===== src/rtl/sdram_init_pkg.sv =====
package sdram_init_pkg;

    typedef enum logic [2:0] {
        MS_NORMAL = 3'b000,
        MS_NOP    = 3'b001,
        MS_PRECH  = 3'b010,
        MS_MRS    = 3'b011,
        MS_CBR    = 3'b100
    } mode_sel_e;

    typedef struct packed {
        logic cs_n;
        logic ras_n;
        logic cas_n;
        logic we_n;
    } pin_cmd_t;

    typedef struct packed {
        logic cl2;
        logic rcd2;
        logic rp2;
    } timing_cfg_t;

    typedef enum logic [2:0] {
        ST_IDLE,
        ST_PWRUP,
        ST_NOP_W,
        ST_PRE_W,
        ST_CBR_W,
        ST_MRS_W,
        ST_NORM,
        ST_DONE
    } seq_state_e;

    localparam pin_cmd_t PINS_DESEL = '{cs_n: 1'b1, ras_n: 1'b1, cas_n: 1'b1, we_n: 1'b1};

    // Strobe pattern for a command; an idle cycle deselects the rank.
    function automatic pin_cmd_t encode_pins(input mode_sel_e m, input logic issue);
        pin_cmd_t p;
        p = PINS_DESEL;
        if (issue) begin
            p.cs_n = 1'b0;
            unique case (m)
                MS_PRECH: begin p.ras_n = 1'b0; p.we_n = 1'b0; end
                MS_CBR:   begin p.ras_n = 1'b0; p.cas_n = 1'b0; end
                MS_MRS:   begin p.ras_n = 1'b0; p.cas_n = 1'b0; p.we_n = 1'b0; end
                default:  ;
            endcase
        end
        return p;
    endfunction

    // A select bit of 1 means the short setting (2 clocks), 0 means 3 clocks.
    function automatic logic [1:0] clocks_of(input logic sel);
        return sel ? 2'd2 : 2'd3;
    endfunction

    function automatic int max4(input int a, input int b, input int c, input int d);
        int m;
        m = a;
        if (b > m) m = b;
        if (c > m) m = c;
        if (d > m) m = d;
        return m;
    endfunction

endpackage


===== src/rtl/sis_wait_timer.sv =====
module sis_wait_timer #(
    parameter int CNT_W = 8
) (
    input  logic             clk,
    input  logic             rst,
    input  logic             load,
    input  logic [CNT_W-1:0] load_val,
    output logic             expired
);
    logic [CNT_W-1:0] cnt_q;

    always_ff @(posedge clk) begin
        if (rst) begin
            cnt_q <= '0;
        end else if (load) begin
            cnt_q <= load_val;
        end else if (cnt_q != '0) begin
            cnt_q <= cnt_q - 1'b1;
        end
    end

    assign expired = (cnt_q == '0);
endmodule


===== src/rtl/sis_seq_fsm.sv =====
module sis_seq_fsm
    import sdram_init_pkg::*;
#(
    parameter int POWERUP_CYC  = 40000,
    parameter int NOP_WAIT_CYC = 200,
    parameter int TRC_CYC      = 7,
    parameter int MRD_CYC      = 2,
    parameter int REF_BURST    = 8,
    parameter int CNT_W        = 16
) (
    input  logic             clk,
    input  logic             rst,
    input  logic             start,
    input  timing_cfg_t      cfg,
    input  logic             expired,
    output logic             load,
    output logic [CNT_W-1:0] load_val,
    output logic             cmd_vld,
    output mode_sel_e        cmd_sel,
    output logic             go_normal,
    output logic             capture,
    output logic             in_norm,
    output logic             done
);
    localparam int REF_W = $clog2(REF_BURST + 1);

    seq_state_e state_q, state_d;
    logic [REF_W-1:0] refs_q, refs_d;

    always_comb begin
        state_d   = state_q;
        refs_d    = refs_q;
        load      = 1'b0;
        load_val  = '0;
        cmd_vld   = 1'b0;
        cmd_sel   = MS_NOP;
        go_normal = 1'b0;
        capture   = 1'b0;
        unique case (state_q)
            ST_IDLE: if (start) begin
                capture  = 1'b1;
                load     = 1'b1;
                load_val = CNT_W'(POWERUP_CYC - 1);
                state_d  = ST_PWRUP;
            end
            ST_PWRUP: if (expired) begin
                cmd_vld  = 1'b1;
                cmd_sel  = MS_NOP;
                load     = 1'b1;
                load_val = CNT_W'(NOP_WAIT_CYC - 1);
                state_d  = ST_NOP_W;
            end
            ST_NOP_W: if (expired) begin
                cmd_vld  = 1'b1;
                cmd_sel  = MS_PRECH;
                load     = 1'b1;
                load_val = CNT_W'(clocks_of(cfg.rp2) - 2'd1);
                state_d  = ST_PRE_W;
            end
            ST_PRE_W: if (expired) begin
                cmd_vld  = 1'b1;
                cmd_sel  = MS_CBR;
                load     = 1'b1;
                load_val = CNT_W'(TRC_CYC - 1);
                refs_d   = REF_W'(1);
                state_d  = ST_CBR_W;
            end
            ST_CBR_W: if (expired) begin
                cmd_vld = 1'b1;
                load    = 1'b1;
                if (refs_q == REF_W'(REF_BURST)) begin
                    cmd_sel  = MS_MRS;
                    load_val = CNT_W'(MRD_CYC - 1);
                    state_d  = ST_MRS_W;
                end else begin
                    cmd_sel  = MS_CBR;
                    load_val = CNT_W'(TRC_CYC - 1);
                    refs_d   = refs_q + 1'b1;
                end
            end
            ST_MRS_W: if (expired) begin
                go_normal = 1'b1;
                state_d   = ST_NORM;
            end
            ST_NORM: state_d = ST_DONE;
            ST_DONE: ;
            default: state_d = ST_IDLE;
        endcase
    end

    always_ff @(posedge clk) begin
        if (rst) begin
            state_q <= ST_IDLE;
            refs_q  <= '0;
        end else begin
            state_q <= state_d;
            refs_q  <= refs_d;
        end
    end

    assign in_norm = (state_q == ST_NORM);
    assign done    = (state_q == ST_DONE);
endmodule


===== src/rtl/sis_pin_driver.sv =====
module sis_pin_driver
    import sdram_init_pkg::*;
#(
    parameter int ADDR_W         = 13,
    parameter int BA_W           = 2,
    parameter int MRS_BYTE_OFS   = 'h1d0,
    parameter int BUS_BYTE_SHIFT = 3
) (
    input  logic              clk,
    input  logic              rst,
    input  logic              cmd_vld,
    input  mode_sel_e         cmd_sel,
    input  logic              go_normal,
    input  timing_cfg_t       cfg,
    output pin_cmd_t          pins,
    output logic [ADDR_W-1:0] addr,
    output logic [BA_W-1:0]   ba,
    output mode_sel_e         mode
);
    localparam logic [ADDR_W-1:0] MODE_BASE = ADDR_W'(MRS_BYTE_OFS >> BUS_BYTE_SHIFT);

    logic [ADDR_W-1:0] addr_d;

    always_comb begin
        addr_d = '0;
        if (cmd_vld) begin
            unique case (cmd_sel)
                MS_PRECH: addr_d[10] = 1'b1;
                MS_MRS: begin
                    addr_d      = MODE_BASE;
                    addr_d[6:4] = {1'b0, clocks_of(cfg.cl2)};
                end
                default: ;
            endcase
        end
    end

    always_ff @(posedge clk) begin
        if (rst) begin
            pins <= PINS_DESEL;
            addr <= '0;
            ba   <= '0;
            mode <= MS_NOP;
        end else begin
            pins <= encode_pins(cmd_sel, cmd_vld);
            addr <= addr_d;
            ba   <= '0;
            if (cmd_vld) begin
                mode <= cmd_sel;
            end else if (go_normal) begin
                mode <= MS_NORMAL;
            end
        end
    end
endmodule


===== src/rtl/sdram_init_seq.sv =====
module sdram_init_seq
    import sdram_init_pkg::*;
#(
    parameter int POWERUP_CYC    = 40000,
    parameter int NOP_WAIT_CYC   = 200,
    parameter int TRC_CYC        = 7,
    parameter int MRD_CYC        = 2,
    parameter int REF_BURST      = 8,
    parameter int ADDR_W         = 13,
    parameter int BA_W           = 2,
    parameter int MRS_BYTE_OFS   = 'h1d0,
    parameter int BUS_BYTE_SHIFT = 3
) (
    input  logic              clk,
    input  logic              rst,
    input  logic              start,
    input  logic              cfg_cl2,
    input  logic              cfg_rcd2,
    input  logic              cfg_rp2,
    output logic              cs_n,
    output logic              ras_n,
    output logic              cas_n,
    output logic              we_n,
    output logic [ADDR_W-1:0] addr,
    output logic [BA_W-1:0]   ba,
    output logic [2:0]        mode_code,
    output logic [1:0]        rcd_clks,
    output logic              done,
    output logic              refresh_en
);
    localparam int MAX_WAIT = max4(POWERUP_CYC, NOP_WAIT_CYC, TRC_CYC, MRD_CYC);
    localparam int CNT_W    = $clog2(MAX_WAIT + 1);

    timing_cfg_t      cfg_q;
    logic             load, expired, cmd_vld, go_normal, capture, in_norm, seq_done;
    logic [CNT_W-1:0] load_val;
    mode_sel_e        cmd_sel, mode_q;
    pin_cmd_t         pins;
    logic             ref_en_q;

    always_ff @(posedge clk) begin
        if (rst) begin
            cfg_q    <= '0;
            ref_en_q <= 1'b0;
        end else begin
            if (capture) begin
                cfg_q <= '{cl2: cfg_cl2, rcd2: cfg_rcd2, rp2: cfg_rp2};
            end
            if (in_norm) begin
                ref_en_q <= 1'b1;
            end
        end
    end

    sis_wait_timer #(.CNT_W(CNT_W)) u_timer (
        .clk      (clk),
        .rst      (rst),
        .load     (load),
        .load_val (load_val),
        .expired  (expired)
    );

    sis_seq_fsm #(
        .POWERUP_CYC  (POWERUP_CYC),
        .NOP_WAIT_CYC (NOP_WAIT_CYC),
        .TRC_CYC      (TRC_CYC),
        .MRD_CYC      (MRD_CYC),
        .REF_BURST    (REF_BURST),
        .CNT_W        (CNT_W)
    ) u_fsm (
        .clk       (clk),
        .rst       (rst),
        .start     (start),
        .cfg       (cfg_q),
        .expired   (expired),
        .load      (load),
        .load_val  (load_val),
        .cmd_vld   (cmd_vld),
        .cmd_sel   (cmd_sel),
        .go_normal (go_normal),
        .capture   (capture),
        .in_norm   (in_norm),
        .done      (seq_done)
    );

    sis_pin_driver #(
        .ADDR_W         (ADDR_W),
        .BA_W           (BA_W),
        .MRS_BYTE_OFS   (MRS_BYTE_OFS),
        .BUS_BYTE_SHIFT (BUS_BYTE_SHIFT)
    ) u_pins (
        .clk       (clk),
        .rst       (rst),
        .cmd_vld   (cmd_vld),
        .cmd_sel   (cmd_sel),
        .go_normal (go_normal),
        .cfg       (cfg_q),
        .pins      (pins),
        .addr      (addr),
        .ba        (ba),
        .mode      (mode_q)
    );

    assign cs_n       = pins.cs_n;
    assign ras_n      = pins.ras_n;
    assign cas_n      = pins.cas_n;
    assign we_n       = pins.we_n;
    assign mode_code  = mode_q;
    assign rcd_clks   = clocks_of(cfg_q.rcd2);
    assign done       = seq_done;
    assign refresh_en = ref_en_q;
endmodule


===== config.mk =====
export PLATFORM = sky130hd
export DESIGN_NAME = sdram_init_seq
export DESIGN_NICKNAME = d
export VERILOG_FILES = /design/src/rtl/sdram_init_pkg.sv /design/src/rtl/sis_wait_timer.sv /design/src/rtl/sis_seq_fsm.sv /design/src/rtl/sis_pin_driver.sv /design/src/rtl/sdram_init_seq.sv
export SDC_FILE = /design/constraint.sdc
export NUM_CORES = 1
export LEC_CHECK = 0
export BUFFER_PORTS_ARGS = -buffer_cell sky130_fd_sc_hd__buf_2
export CORE_UTILIZATION = 52
export DETAILED_ROUTE_END_ITERATION = 8
export PLACE_DENSITY = 0.74
export SETUP_SLACK_MARGIN = 0.05
export SYNTH_ARGS = -nofsm -noshare
export SYNTH_HDL_FRONTEND = slang
export SYNTH_SLANG_ARGS = --single-unit

===== constraint.sdc =====
create_clock -name clk -period 4.6 [get_ports clk]
set_input_delay 0.46 -clock clk [delete_from_list [all_inputs] [get_ports clk]]
set_output_delay 0.46 -clock clk [all_outputs]
set_load 0.01 [all_outputs]

==> results.md, run 1 <==
* Status: finished, final reports clean
* Worst hold stages at 3
* Fin Clk Skew at 0.00903 ns
* Slew Limit Fails at 0
* Worst-path clk slew at 0.08 ns
* Measured slew at the worst slew-check pin at 1.10 ns
* Top_reg_cell synth: dfxtp_1
* Pwr per Cell Area at 356 mW/mm2
* Levels on crit path at 6
* Final nets at 262
* Reg-to-reg slack, setup at 1.89 ns
* Clock sinks at 38
* # fillers at approximately 360
* Critical Path RT at 4.82 ns
* Root Driver: clkbuf_8
* Number of I/O pins at 32
* Die Height at 65.1 um
* Worst-path cell chain: inv_1, ha_1, nor4b_2, nand4_1, or4_1, a21oi_1
* Worst skew pair latency at approximately 0.29 ns
* DR DRC count at 0
* Pwr Total at 781 uW
* Setup Buffers After CTS at 0
* Layout cell share with drive strength beyond 1 at 0.174
* Htree depth at 2
* CP top delay family: simple AND/OR/NAND/NOR gates
* Number of synthesized flops with an enable pin at 0
* Total number of vias at 1,758
* Post-CTS sizing at 0
* Max-Cap Viols at 0
* Layout area overhead at 5.92%
* Worst R2R Path Depth at 6
* Post-Route Setup TNS at 0 ns
* Top cell type's share of synthesized area at 0.367
* Die width at 65.1 um
* Pre-CTS setup slack at 1.93 ns
* Placer Congestion at about 0.85
* Count leader, synth: dfxtp_1
* Row Count at 22
* Clock buffer count from CTS at 5
* Vias per std cell at 5.84
* Gr ovfl total at 0
* Post-route setup slack at 1.89 ns
* Drt wl/cell at 14.3 um
* Slowest-stage cell, CP: nand4_1
* Fin crit share at 0.589
* Post-Synthesis Cell Area at between 0.002 and 0.0025 mm2
* PortBufs at 20
* Final setup fails at 0
* Initial drt markers at about 100
* Cell variety after synth at 53
* Routed Wire Length at 4320 um
* Number of global-route vias before repair at 1,488
* Ys async rst share at 0
* Rel. slew slack at 0.263
* ANT cells at 0
* Worst Path Arrival at 2.93 ns
* Initial antenna violation count at 0
* CP peak stage delay at 0.78 ns
* Pleak at 0.801 nW
* Yosys warnings at 0
* DIE AREA at 0.00424 mm2
* Worst VDD drop at 0.000203 V
* RSZ-0062 raised after global routing: no
* Clk buf depth at 2
* Syn avg cell area at 8.59 um2
* Hold Violations, Final at 0
* CP Class: register to register
* Crit path capture type: register
* Leading area contributor after synthesis: dfxtp_1
* Placed Cells at 293
* Most area-consuming cells after synthesis: dfxtp_1 (37%), a21oi_1 (5.6%), buf_4 (4.4%)
* First-pass GRT wire length at between 7000 and 8000 um
* TritonCTS clock tree: yes
* Synth top cells by count: dfxtp_1 (38), a21oi_1 (23), nand2_1 (15)
* Hold_buf cts at 0
* Largest fanout on the critical path at 22
* Largest net degree at the start of global routing at 34
* CP startpoint kind: register
* Core area at between 0.003 and 0.004 mm2
* Initial Util at 0.553
* Fmax at ~0.37 GHz
* Final HPWL DP at 2960 um
* Antenna-violating nets left at 0
* Fin crit period at between 2 and 3 ns
* Buf/Inv on CP at 1
* Hold WC Path Type: input pin to register
* Drt first pass iters at 4
* Register area share after synthesis at 0.367
* Synth Instances at approximately 240
* Final cell count without fillers at 301
* GR Util All Layers at 0.219
* FF+latch count, synth at 38
## through the flow
stage | instance area [um2] | utilization | hold WS, ns
final | 2190 | 0.586 | 0.397
after global routing | 2190 | 0.586 | 0.391
after CTS | 2190 | 0.586 | 0.397
after detailed placement | 2100 | 0.561 | 0.407
after global placement | 2100 | 0.561 | 0.399
after floorplan | 2100 | - | 0.392
## cell families after synthesis
family	share of synthesized area
adders and majority gates	0.0242
muxes	0.00967
DFF	0.367
and+or+nand+nor	0.285
xor gates and xnor gates	0.00423
other	0.00363
AOI/OAI and AO/OA	0.211
buffers and inverters	0.0949
## layout by cell type, fill, tap and decap left out, types with 3 or more instances in the layout
cell type and count:
or3_1 7, clkbuf_8 6, o21ai_1 3, nor4_2 3, nand3_1 6, a21oi_1 23, nand2_1 15, nor2_1 13
nor2b_1 5, ha_1 4, a31oi_1 10, nand2b_1 6, conb_1 11, buf_2 20, o31ai_1 3, nor4_1 6
or4_1 5, dfxtp_1 38, nand3b_1 3, nand4_1 3, o21ai_0 10, nor3_1 3, inv_1 9
## worst reg2reg max path: stages, from the launching register on
cell	delay, ns
dfxtp_1	0.34
inv_1	0.12
ha_1	0.16
nor4b_2	0.33
nand4_1	0.78
or4_1	0.76
a21oi_1	0.14
## worst paths after layout
path,start,end
max,u_timer.cnt_q[0],u_fsm.refs_q[3]
min,cfg_rcd2,cfg_q[1]
max reg2reg,u_timer.cnt_q[0],u_fsm.refs_q[3]
min reg2reg,cfg_q[2],u_pins.addr[4]
## per-layer routing
metal | GRT usage | share of wire | vias to the layer above
met4 | 0.0761 | 0.0056 | 0
met3 | 0.0417 | 0.040 | 4
met5 | 0 | 0 | -
met1 | 0.335 | 0.50 | 829
li1 | - | - | 888
met2 | 0.301 | 0.45 | 37
## layout make-up
| class | instances | area, um2 | area share |
|---|---|---|---|
| Clock buffer | 7 | 86.3 | 0.0394 |
| Timing Repair Buffer | 20 | 100 | 0.0456 |
| Multi-Input combinational cell | 178 | 1150 | 0.523 |
| Sequential cell | 38 | 761 | 0.347 |
| Tap cell | 48 | 60.1 | 0.0274 |
| Clock inverter | 1 | 5.00 | 0.00228 |
| Inverter | 9 | 33.8 | 0.0154 |
## power by group
group          leakage, nW  switching (mW)  internal (mW)
combinational        0.442          0.0961         0.0635
clock               0.0482           0.118          0.121
sequential           0.310          0.0325          0.350
total                0.801           0.247          0.534
## flip-flops by register name, summed over array words and instances, names as in the netlist
name           count
cfg_q              3
refresh_en         1
u_fsm.refs_q       4
u_fsm.state_q      3
u_pins.addr        4
u_pins.mode        3
u_pins.pins        4
u_timer.cnt_q     16
No activity file was read; power rests on OpenSTA's default activity.
==> run 2: changes to the inputs <==
Settings changed: CORE_UTILIZATION 52 to 51, PLACE_DENSITY 0.74 to 0.76.
Clock period 4.6 ns to 2.4 ns, I/O delays scaled along.
==> results.md, run 2 (synthesis gave the netlist of run 1 again) <==
* Status: finished, final reports clean
* Initial drt markers at ~160
* Die width at 65.7 um
* Largest net degree at the start of global routing at 34
* Measured slew at the worst slew-check pin at 0.685 ns
* Vias per std cell at around 5.8
* Htree depth at 2
* Slowest-stage cell, CP: or4b_4
* Number of global-route vias before repair at 1,547
* CP startpoint kind: register
* Fin crit period at approximately 2.1 ns
* Antenna-violating nets left at 0
* Placed Cells at ~300
* Final hold slack at ~0.18 ns
* Worst skew pair latency at ~0.29 ns
* PortBufs at 20
* ANT cells at 0
* Switching Fraction at 0.294
* Row Count at 22
* Gr ovfl total at 0
* Post-route setup slack at 0.260 ns
* Most common cell after layout, fill and taps aside: dfxtp_1
* Fin Clk Skew at 0.00368 ns
* Core area at 0.00377 mm2
* Buf/Inv on CP at 2
* Initial antenna violation count at 0
* Post-CTS sizing at 0
* Routed Wire Length at approximately 4500 um
* Pre-CTS setup slack at 0.282 ns
* Drt first pass iters at 4
* Drt wl/cell at 14.7 um
* Slew Limit Fails at 0
* Fin crit share at 0.892
* Total number of vias at between 1,500 and 2,000
* Hold_buf cts at 0
* Fmax at 0.467 GHz
* Logic pwr share at 0.203
* Largest Register: u_timer.cnt_q
* Hold WC Path Type: input pin to register
* CP Class: register to register
* Clock buffer count from CTS at 5
* Clock power frac at 0.345
* Layout area overhead at 9.85%
* Max-Cap Viols at 0
* Pleak at approximately 0.85 nW
* Setup Buffers After CTS at 0
* Worst-path cell chain: inv_1, ha_1, or4b_4, nor4_4, buf_4, a211o_1, a21oi_1
* Placer Congestion at 0.861
* Seq pwr share at 0.452
* First-pass GRT wire length at between 7000 and 8000 um
* Number of I/O pins at 32
* DR DRC count at 0
* Final cell count without fillers at a little over 300
* Worst Path Arrival at about 2.3 ns
* Final Cell Area at 0.00227 mm2
* Cell-internal power at ~1.1 mW
* Clock sinks at 38
* Root Driver: clkbuf_8
* Critical Path RT at between 2 and 3 ns
* Final HPWL DP at 3060 um
* Final nets at between 200 and 300
* Crit path capture type: register
* Worst-path clk slew at 0.07 ns
* RSZ-0062 raised after global routing: no
* Die Height at 65.7 um
* Rel. slew slack at 0.543
* Max reg flops at 16
* Post-Route Setup TNS at 0 ns
* Hold Violations, Final at 0
* Layout cell share with drive strength beyond 1 at 0.200
* Clk buf depth at 2
* Worst VDD drop at 0.000373 V
* DIE AREA at 0.00432 mm2
* Largest fanout on the critical path at 8
* Commonest non-fill, non-tap cells in the layout: dfxtp_1 (38), a21oi_1 (23), buf_2 (20)
* Placed cell area at 0.00216 mm2
* CP peak stage delay at around 0.50 ns
* Final setup fails at 0
* Psw at 476 uW
* TritonCTS clock tree: yes
* CP top delay family: simple AND/OR/NAND/NOR gates
* Initial Util at 0.549
* Pwr per Cell Area at 711 mW/mm2
* GR Util All Layers at 0.230
[run 2: cell count changes in the layout (fill, tap and decap cells not counted), sizes merged]
cell,previous run,this run
clkinv,1,0
buf,20,28
bufinv,0,1
clkbuf,7,6
[run 2: worst min-delay path: stages]
cell and delay, ns:
buf_2 0.09, nand2_1 0.04, a21oi_1 0.05
[run 2: metal layers]
metal  global-route usage  vias up  routed length, um
met4               0.0978        0                 59
met2                0.302       46               1990
met1                0.346      838               2260
met3               0.0573        5                208
li1                     -      910                  -
met5                    0        -                  0
[run 2: power by group through the flow]
stage | logic (mW) | registers [mW] | clock network (mW)
final | 0.328 | 0.731 | 0.558
after global routing | 0.364 | 0.741 | 0.601
after CTS | 0.327 | 0.729 | 0.571
after detailed placement | 0.324 | 0.743 | 0
after global placement | 0.321 | 0.742 | 0
after floorplan | 0.274 | 0.726 | 0
[run 2: area by class of cell]
type / instances / area, um2
tap: 48 / 60.1
fill: 336 / 1500
inverter: 9 / 33.8
multi-input combinational: 178 / 1150
timing repair buffer: 28 / 160
sequential: 38 / 761
clock buffer: 6 / 82.6
clock inverter: 1 / 30.0
[run 2: worst paths after layout]
path / startpoint / to / slack [ns] / cells after the start
max: u_timer.cnt_q[0] / u_timer.cnt_q[9] / 0.26 / 7
min: cfg_rp2 / cfg_q[0] / 0.18 / 3
max reg2reg: u_timer.cnt_q[0] / u_timer.cnt_q[9] / 0.26 / 7
min reg2reg: cfg_q[2] / u_pins.addr[4] / 0.43 / 1
[run 2: per-stage QoR]
| step | util | power [mW] |
|---|---|---|
| after floorplan | - | 1.00 |
| after global placement | 0.573 | 1.06 |
| after detailed placement | 0.573 | 1.07 |
| after CTS | 0.603 | 1.63 |
| after global routing | 0.603 | 1.71 |
| final | 0.603 | 1.62 |
